--- config.mk ---
export PLATFORM = sky130hd
export DESIGN_NAME = dram_refresh_seq
export DESIGN_NICKNAME = d
export VERILOG_FILES = /design/src/rtl/dram_rfsh_pkg.sv /design/src/rtl/rfsh_tick_timer.sv /design/src/rtl/rfsh_pend_ctr.sv /design/src/rtl/cbr_strobe_fsm.sv /design/src/rtl/dram_refresh_seq.sv
export SDC_FILE = /design/constraint.sdc
export NUM_CORES = 1
export LEC_CHECK = 0
export BUFFER_PORTS_ARGS = -buffer_cell sky130_fd_sc_hd__buf_2
export CAP_MARGIN = 20
export CORE_MARGIN = 2
export CORE_UTILIZATION = 31
export CTS_CLUSTER_DIAMETER = 40
export DETAILED_ROUTE_END_ITERATION = 8
export PLACE_DENSITY = 0.48
export SKIP_CTS_REPAIR_TIMING = 1
export SYNTH_ARGS = -nofsm -noshare
export SYNTH_HDL_FRONTEND = slang
export SYNTH_SLANG_ARGS = --single-unit
export TNS_END_PERCENT = 10
--- constraint.sdc ---
create_clock -name clk -period 3.2 [get_ports clk]
set_input_delay 0.16 -clock clk [delete_from_list [all_inputs] [get_ports clk]]
set_output_delay 0.16 -clock clk [all_outputs]
set_load 0.01 [all_outputs]
--- src/rtl/dram_rfsh_pkg.sv ---
// Package: shared state encodings for the refresh sequencer.
// Assumes: nothing beyond IEEE 1800-2017 enums.
package dram_rfsh_pkg;
    typedef enum logic [1:0] {PH_PAUSE, PH_WAKE, PH_RUN} phase_t;
    typedef enum logic [1:0] {ST_IDLE, ST_CAS, ST_RAS, ST_PRE} strobe_t;
endpackage

--- src/rtl/rfsh_tick_timer.sv ---
// Module: free-running period timer that emits a one-cycle tick every
// PERIOD cycles while run is high, and restarts from zero when run drops.
// Assumes: PERIOD >= 1.
module rfsh_tick_timer #(
    parameter int PERIOD = 100
) (
    input  logic clk,
    input  logic rst_n,
    input  logic run,
    output logic tick
);
    localparam int CW = (PERIOD > 1) ? $clog2(PERIOD) : 1;
    localparam logic [CW-1:0] LAST = CW'(PERIOD - 1);

    logic [CW-1:0] cnt;

    // Count cycles within the period; hold at zero while idle.
    always_ff @(posedge clk) begin
        if (!rst_n || !run) cnt <= '0;
        else if (cnt == LAST) cnt <= '0;
        else cnt <= cnt + 1'b1;
    end

    assign tick = run && (cnt == LAST);
endmodule

--- src/rtl/rfsh_pend_ctr.sv ---
// Module: saturating counter of refreshes owed to the DRAM.
// Assumes: inc and dec may coincide; clr wins over both.
module rfsh_pend_ctr #(
    parameter int PEND_MAX = 8
) (
    input  logic clk,
    input  logic rst_n,
    input  logic clr,
    input  logic inc,
    input  logic dec,
    output logic nonzero,
    output logic full
);
    localparam int PW = $clog2(PEND_MAX + 1);
    localparam logic [PW-1:0] MAXV = PW'(PEND_MAX);

    logic [PW-1:0] cnt;

    // Track owed refreshes; an increment at the limit is dropped.
    always_ff @(posedge clk) begin
        if (!rst_n || clr) cnt <= '0;
        else if (inc && !dec && cnt != MAXV) cnt <= cnt + 1'b1;
        else if (dec && !inc && cnt != '0) cnt <= cnt - 1'b1;
    end

    assign nonzero = (cnt != '0);
    assign full    = (cnt == MAXV);

    AST_PEND_BOUND: assert property (@(posedge clk) disable iff (!rst_n)
        cnt <= MAXV);
endmodule

--- src/rtl/cbr_strobe_fsm.sv ---
// Module: drives one CAS-before-RAS cycle per start: CAS alone for T_CSR
// clocks, CAS and RAS low for T_RAS clocks, then both high for T_RP clocks.
// Assumes: start is ignored unless idle; all timings >= 1.
module cbr_strobe_fsm
    import dram_rfsh_pkg::*;
#(
    parameter int T_CSR = 1,
    parameter int T_RAS = 10,
    parameter int T_RP  = 6
) (
    input  logic clk,
    input  logic rst_n,
    input  logic start,
    output logic ras_n,
    output logic cas_n,
    output logic busy,
    output logic done
);
    localparam int TMAX = (T_CSR > T_RAS) ? ((T_CSR > T_RP) ? T_CSR : T_RP)
                                          : ((T_RAS > T_RP) ? T_RAS : T_RP);
    localparam int TW = (TMAX > 1) ? $clog2(TMAX) : 1;
    localparam logic [TW-1:0] CSR_L = TW'(T_CSR - 1);
    localparam logic [TW-1:0] RAS_L = TW'(T_RAS - 1);
    localparam logic [TW-1:0] RP_L  = TW'(T_RP - 1);

    strobe_t st;
    logic [TW-1:0] tcnt;

    // Step through the strobe phases, timing each with tcnt.
    always_ff @(posedge clk) begin
        if (!rst_n) begin
            st   <= ST_IDLE;
            tcnt <= '0;
        end else begin
            case (st)
                ST_IDLE: if (start) begin st <= ST_CAS; tcnt <= '0; end
                ST_CAS:  if (tcnt == CSR_L) begin st <= ST_RAS; tcnt <= '0; end
                         else tcnt <= tcnt + 1'b1;
                ST_RAS:  if (tcnt == RAS_L) begin st <= ST_PRE; tcnt <= '0; end
                         else tcnt <= tcnt + 1'b1;
                ST_PRE:  if (tcnt == RP_L) begin st <= ST_IDLE; tcnt <= '0; end
                         else tcnt <= tcnt + 1'b1;
                default: st <= ST_IDLE;
            endcase
        end
    end

    assign cas_n = !(st == ST_CAS || st == ST_RAS);
    assign ras_n = !(st == ST_RAS);
    assign busy  = (st != ST_IDLE);
    assign done  = (st == ST_PRE) && (tcnt == RP_L);

    // Checker state: length of the current RAS-low and RAS-high runs.
    logic [15:0] lo_len, hi_len;
    always_ff @(posedge clk) begin
        if (!rst_n) begin
            lo_len <= '0;
            hi_len <= 16'(T_RP);
        end else begin
            lo_len <= ras_n ? '0 : lo_len + 1'b1;
            if (!ras_n) hi_len <= '0;
            else if (hi_len < 16'(T_RP)) hi_len <= hi_len + 1'b1;
        end
    end

    AST_RAS_AFTER_CAS: assert property (@(posedge clk) disable iff (!rst_n)
        $fell(ras_n) |-> $past(!cas_n));
    AST_RAS_WIDTH: assert property (@(posedge clk) disable iff (!rst_n)
        $rose(ras_n) |-> lo_len == 16'(T_RAS));
    AST_PRECHARGE: assert property (@(posedge clk) disable iff (!rst_n)
        $fell(cas_n) |-> hi_len >= 16'(T_RP));
endmodule

--- src/rtl/dram_refresh_seq.sv ---
// Module: top of the refresh sequencer. Runs the power-up pause and the
// wake-up batch, then schedules periodic CAS-before-RAS refreshes through a
// request/grant handshake. A lost slot restarts the wake-up batch.
// Assumes: the access controller holds ref_gnt for as long as ref_req is high
// once it has granted; WAKE_CYC >= 1; the interval is longer than a cycle.
module dram_refresh_seq
    import dram_rfsh_pkg::*;
#(
    parameter int CLK_MHZ   = 200,
    parameter int PAUSE_US  = 200,
    parameter int WINDOW_US = 32000,
    parameter int REF_ROWS  = 2048,
    parameter int WAKE_CYC  = 8,
    parameter int PEND_MAX  = 8,
    parameter int T_CSR     = 1,
    parameter int T_RAS     = 10,
    parameter int T_RP      = 6
) (
    input  logic clk,
    input  logic rst_n,
    input  logic ref_gnt,
    output logic ref_req,
    output logic init_done,
    output logic deadline_miss,
    output logic ras_n,
    output logic cas_n,
    output logic we_n,
    output logic oe_n
);
    localparam int PAUSE_CYC = PAUSE_US * CLK_MHZ;
    localparam int REF_INT   = (CLK_MHZ * WINDOW_US) / REF_ROWS;
    localparam int WW        = $clog2(WAKE_CYC + 1);
    localparam logic [WW-1:0] WAKE_N = WW'(WAKE_CYC);

    phase_t        phase;
    logic [WW-1:0] wake_left;
    logic          pause_tick, intv_tick, pend_nz, pend_full;
    logic          busy, done, start, work, miss;

    rfsh_tick_timer #(.PERIOD(PAUSE_CYC)) u_pause (
        .clk(clk), .rst_n(rst_n), .run(phase == PH_PAUSE), .tick(pause_tick));

    rfsh_tick_timer #(.PERIOD(REF_INT)) u_intv (
        .clk(clk), .rst_n(rst_n), .run(phase == PH_RUN), .tick(intv_tick));

    rfsh_pend_ctr #(.PEND_MAX(PEND_MAX)) u_pend (
        .clk(clk), .rst_n(rst_n), .clr(phase != PH_RUN), .inc(intv_tick),
        .dec(done && phase == PH_RUN), .nonzero(pend_nz), .full(pend_full));

    cbr_strobe_fsm #(.T_CSR(T_CSR), .T_RAS(T_RAS), .T_RP(T_RP)) u_fsm (
        .clk(clk), .rst_n(rst_n), .start(start), .ras_n(ras_n), .cas_n(cas_n),
        .busy(busy), .done(done));

    assign miss  = (phase == PH_RUN) && intv_tick && pend_full;
    assign work  = (phase == PH_WAKE) ? (wake_left != '0)
                 : (phase == PH_RUN)  ? pend_nz : 1'b0;
    assign start = work && ref_gnt && !busy;

    // Phase control: pause, wake-up batch, run; a lost slot returns to wake-up.
    always_ff @(posedge clk) begin
        if (!rst_n) begin
            phase     <= PH_PAUSE;
            wake_left <= '0;
        end else begin
            case (phase)
                PH_PAUSE: if (pause_tick) begin
                    phase     <= PH_WAKE;
                    wake_left <= WAKE_N;
                end
                PH_WAKE: if (done && wake_left != '0) begin
                    wake_left <= wake_left - 1'b1;
                    if (wake_left == WW'(1)) phase <= PH_RUN;
                end
                PH_RUN: if (miss) begin
                    phase     <= PH_WAKE;
                    wake_left <= WAKE_N;
                end
                default: phase <= PH_PAUSE;
            endcase
        end
    end

    assign ref_req       = work || busy;
    assign init_done     = (phase == PH_RUN);
    assign deadline_miss = miss;
    assign we_n          = 1'b1;
    assign oe_n          = 1'b1;

    AST_START_GRANTED: assert property (@(posedge clk) disable iff (!rst_n)
        $fell(cas_n) |-> $past(ref_gnt));
    AST_INIT_AFTER_WAKE: assert property (@(posedge clk) disable iff (!rst_n)
        $rose(init_done) |-> $past(done));
    AST_MISS_REWAKE: assert property (@(posedge clk) disable iff (!rst_n)
        deadline_miss |=> !init_done);
    AST_QUIET_IN_PAUSE: assert property (@(posedge clk) disable iff (!rst_n)
        (phase == PH_PAUSE) |-> (ras_n && cas_n && !ref_req));
endmodule

Word level (Yosys, flattened, before mapping)
Cells that the tools add are included.

Bits in registers: 44. Bits of input ports: 3. Output and inout port bits: 7. Word-level logic and storage cells: 96.

Eq/ne operators: 21. Multiplexer cells: 23. Reductions and logical operators: 39. $add $sub $neg: 6.

Operators by type and width (count): $mux 4 (9); $add 16x1->16 const B (1); $eq 16x16->1 const B (1); $mux 2 (8); $pmux 4 s4 (1); $logic_and 1x1->1 (13); $add 12x1->12 const B (1); $eq 12x12->1 const B (1); $pmux 4 s3 (1); $reduce_and 4->1 (3); $ne 2x1->1 const B (5); $add 4x1->4 const B (2); $eq 4x4->1 const B (2); $logic_not 1->1 (8); $ne 2x2->1 const B (4); $pmux 2 s4 (1); $reduce_bool 4->1 (2); $sub 4x1->4 const B (2); $eq 2x2->1 const B (3); $pmux 2 s3 (1); $logic_or 1x1->1 (5); $eq 2x1->1 const B (2); $eq 4x1->1 const B (1); $eq 4x3->1 const B (1); 7 further kinds (11).

Longest topological paths before layout
Word-level depth: 7. Mapped depth: 11.

Hierarchy
From an unflattened synthesis, not the netlist that was laid out.

Cell total of the unflattened synthesis: 276. Area total of the unflattened synthesis: 2526.2 um^2.

By module, submodules not included: rfsh_tick_timer at u_pause (cells an instance 79, instances 1, seq. area each 320.3 um^2, area each 752.0 um^2); rfsh_tick_timer at u_intv (cells an instance 63, instances 1, seq. area each 240.2 um^2, area each 584.3 um^2); cbr_strobe_fsm (cells an instance 50, instances 1, seq. area each 120.1 um^2, area each 456.7 um^2); dram_refresh_seq (cells an instance 53, instances 1, seq. area each 120.1 um^2, area each 439.2 um^2); rfsh_pend_ctr (cells an instance 31, instances 1, seq. area each 80.1 um^2, area each 294.0 um^2).

Least setup slack after synthesis
Ideal clock, no wire load.

Path type: register -> register. Start: register u_intv.cnt[7]. End: register u_pend.cnt[3]. Library setup time: 127 ps. Cell stages (with the launch flop): 10. Setup slack: 920 ps. Arrival: 2153 ps. Clock period less this slack: 2280 ps. Path through: dfxtp_1 > or3_4 > nor3_1 > nand4_1 > ha_1 > a21o_2 > a21oi_1 > nor3_1 > a311oi_1 > nor3_1.

Cells in the longest elaborated chain, start to end: 6. Elaborated cells between the ends (all ways): 9. Classes of those cells: eq/ne (1); mux (1); reduce/logical (7).

Ends and longest elaborated chain: start: declaration (line rfsh_tick_timer.sv:15) `logic [CW-1:0] cnt;`; start signal: assignment (line rfsh_tick_timer.sv:21) `else cnt <= cnt + 1'b1;`; $eq 12x12->1 (*) (line rfsh_tick_timer.sv:24) `assign tick = run && (cnt == LAST);`; $logic_and 1x1->1 (*) (line rfsh_tick_timer.sv:24); $logic_not 1->1 (line rfsh_pend_ctr.sv:23) `else if (dec && !inc && cnt != '0) cnt <= cnt - 1'b1;`; $logic_and 1x1->1 (2 in series) (line rfsh_pend_ctr.sv:23); $reduce_bool 2->1 (no source line); end signal: assignment (line rfsh_pend_ctr.sv:22) `else if (inc && !dec && cnt != MAXV) cnt <= cnt + 1'b1;`; end signal: assignment (line rfsh_pend_ctr.sv:23); end: declaration (line rfsh_pend_ctr.sv:17) `logic [PW-1:0] cnt;`.

Mark *: on every way between the ends. The rest lies on a longest branch, timed or not. A chain may end at the register's enable or synchronous reset.

Worst setup path in the final report
Ends and elaborated chain as after synthesis.

==> key figures <==
Critical path
  – CP peak stage delay: 0.39 ns
  – CP delay by family, top: simple AND/OR/NAND/NOR gates
  – Critical Path AT: 2.71 ns
  – CP startpoint kind: flip-flop
  – Critical Path Fanout Max: 5
  – Most common cell on crit path: nor3_1
  – Critical path required time: 3.38 ns
  – CP Class: flip-flop to flip-flop
  – Cell at the slowest stage of the critical path: or3_4
  – CP Cell Sequence: or3_4 > nor3_1 > nand4_1 > ha_1 > a21o_2 > a21oi_1 > nor3_1 > a311oi_1 > nor3_1
  – CP bufs+invs: 0
  – Setup crit end kind: flip-flop

Clock tree
  – Worst-Skew Late Latency: 0.30 ns
  – Bufs on Longest Clock Path: 2
  – CTS tree: yes
  – Clock sinks: 44
  – TritonCTS buffer count: 5
  – CTS root buf: clkbuf_8
  – CTS H-tree depth: 2
  – Clk pin slew, worst setup/hold paths: 0.09 ns

Floorplan
  – Die area: around 8400 sq um
  – Starting Density: 32.41%
  – Site Rows: 31
  – Die height: 91.55 um
  – IO Pins: 10
  – Die W: slightly above 90 um
  – CORE AREA: 7331 sq um

Placed design
  – Port buffer count: 7
  – Placer congestion estimate: 0.7900
  – DPL Wire Length: 3189 um
  – Pre-CTS setup slack: 0.6703 ns

Logic synthesis
  – Cell count after synthesis: 280
  – #FFs+latches synth: 44
  – Synth area leader: dfxtp_1
  – Syn avg cell area: approximately 8.5 sq um
  – Post-synth ARST share: 0%
  – Top cells by area, synth: dfxtp_1, ha_1, nor2_1, xor2_1, nand2_1
  – Synth unique cells: 54
  – Primary FF master, synth: dfxtp_1
  – Mapped Area: 2376 sq um
  – Ys Warns: 0
  – Seq/Total Area, Yosys: a little under two fifths
  – Synth top area share: 37.07%
  – Post-synth EDFFs: 0

Global routing
  – GRT Residual Overflow: 0
  – First-pass GRT wire length: 7921 um
  – Largest net degree at the start of global routing: 18
  – Initial antenna violation count: 0
  – Total GRT Usage: 11.45%
  – Vias in the first global route: ~1.8k

Status
  – Status: finished, final reports clean

Layout
  – Footprint of the multi-input gates: 1398 sq um
  – Nets: ~310
  – Fill count: 756
  – Reg area: 880.8 sq um
  – Most frequent cells in the layout: dfxtp_1, nor2_1, nand2_1
  – Layout cell share with drive strength beyond 1: 9.059%
  – Area Growth Syn to Fin: 10.22%
  – Inserted Diodes: 0
  – Most common cell after layout, fill and taps aside: dfxtp_1

Timing
  – Fin Clk Skew: 0.01015 ns
  – Pins over their slew limit: 0
  – Final worst slack: 0.6642 ns
  – Worst-Margin Slew: about 0.6 ns
  – Final Setup Violations: 0
  – Setup TNS: 0 ns
  – RSZ-0062 raised after global routing: no
  – Rel. slew slack: 59.33%
  – Highest clock rate: approximately 400 MHz
  – Tcrit/Tclk final: 79.24%
  – Hold Fails Final Rpt: 0
  – Final min period: 2.536 ns

Detailed routing
  – First-pass DRT Iterations: 4
  – Via density: 4.738
  – Vias after detailed routing: 1829
  – Drc violations: 0
  – Initial drt markers: 52
  – DRT antenna net count: 0
  – Wire per inst: 11.63 um
  – Routed WL: approximately 4500 um

Power
  – Standby leakage power: 0.9378 nW
  – Worst VDD drop: 156.9 uV
  – Pwr dens: 429.4 nW/um^2

Run
  – Max Cap Viol: 0

Min path
  – Hold crit path type: primary input to flip-flop
cells in the mapped netlist (2+ instances only):
cell type,instances
dfxtp_1,44
nor2_1,39
nand2_1,30
ha_1,16
inv_1,16
xor2_1,15
nand3_1,11
nor3_1,10
xnor2_1,8
clkbuf_1,7
nand4_1,7
or3_1,7
and3_1,6
a21oi_1,5
o21ai_0,5
mux2i_1,4
nand4b_1,4
nor4b_1,3
a22oi_1,2
a311oi_1,2
a31oi_1,2
buf_4,2
nor2b_1,2
nor4_1,2
o22ai_1,2
area by class of cell:
cell class,instances,area share [%]
Multi-Input combinational cell,212,53.37
Sequential cell,44,33.64
Tap cell,99,4.730
Clock buffer,6,3.153
Inverter,16,2.293
Clock inverter,2,1.481
Timing Repair Buffer,7,1.338
kinds of logic after synthesis:
kind of cell               after synthesis  share of synthesized area, %
other                                    1                        0.1578
AOI/OAI and AO/OA                       30                         9.058
buffers and inverters                   25                         4.266
muxes                                    5                         2.159
adders and majority gates               17                         9.268
DFF                                     44                         37.07
and+or+nand+nor                        135                         29.54
xor gates and xnor gates                23                         8.478
flip-flops by register name (all words and copies together), names as in the netlist:
| register | cells |
|---|---|
| u_intv.cnt | 12 |
| u_pause.cnt | 16 |
| u_pend.cnt | 4 |
| u_fsm.st | 2 |
| wake_left | 4 |
| phase | 2 |
| u_fsm.tcnt | 4 |
tightest hold or removal path, stage by stage:
cell and delay, ns:
buf_2 0.07, inv_1 0.04, o211ai_1 0.16, a31oi_1 0.08
per-layer routing:
metal | vias up | track usage [%] | wire, um
met5 | - | 0 | 0
met4 | 0 | 3.788 | 48
met3 | 5 | 2.905 | 130
met2 | 15 | 17.59 | 1894
met1 | 829 | 15.60 | 2416
li1 | 980 | - | -
metrics by stage:
stage          area (sq um)  utilization (%)  hold slack (ns)  total power [mW]  cells
6_report               2619            35.72           0.2754             1.125    386
5_1_grt                2619            35.72           0.2958             1.183    386
4_1_cts                2619            35.72           0.2771             1.142    386
3_5_place_dp           2497            34.07           0.4546            0.6839    378
3_3_place_gp           2497            34.07           0.4491            0.6838    378
2_1_floorplan          2380                -           0.4297            0.6568    281
where the power goes:
group | internal [mW] | switching [mW] | leakage [nW]
combinational | 0.0372 | 0.0629 | 0.521
clock | 0.256 | 0.199 | 0.0614
sequential | 0.558 | 0.0119 | 0.355
final timing paths:
kind                              from                    endpoint  slack, ns  cells past startpoint
max           u_intv.cnt[7]$_SDFF_PP0_  u_pend.cnt[3]$_SDFFE_PP0P_       0.66                      9
min                            ref_gnt  u_fsm.tcnt[3]$_SDFFE_PN0N_       0.28                      4
max reg2reg   u_intv.cnt[7]$_SDFF_PP0_  u_pend.cnt[3]$_SDFFE_PP0P_       0.66                      9
min reg2reg  u_pause.cnt[0]$_SDFF_PP0_   u_pause.cnt[0]$_SDFF_PP0_       0.47                      1
No activity file was read; power rests on OpenSTA's default activity.
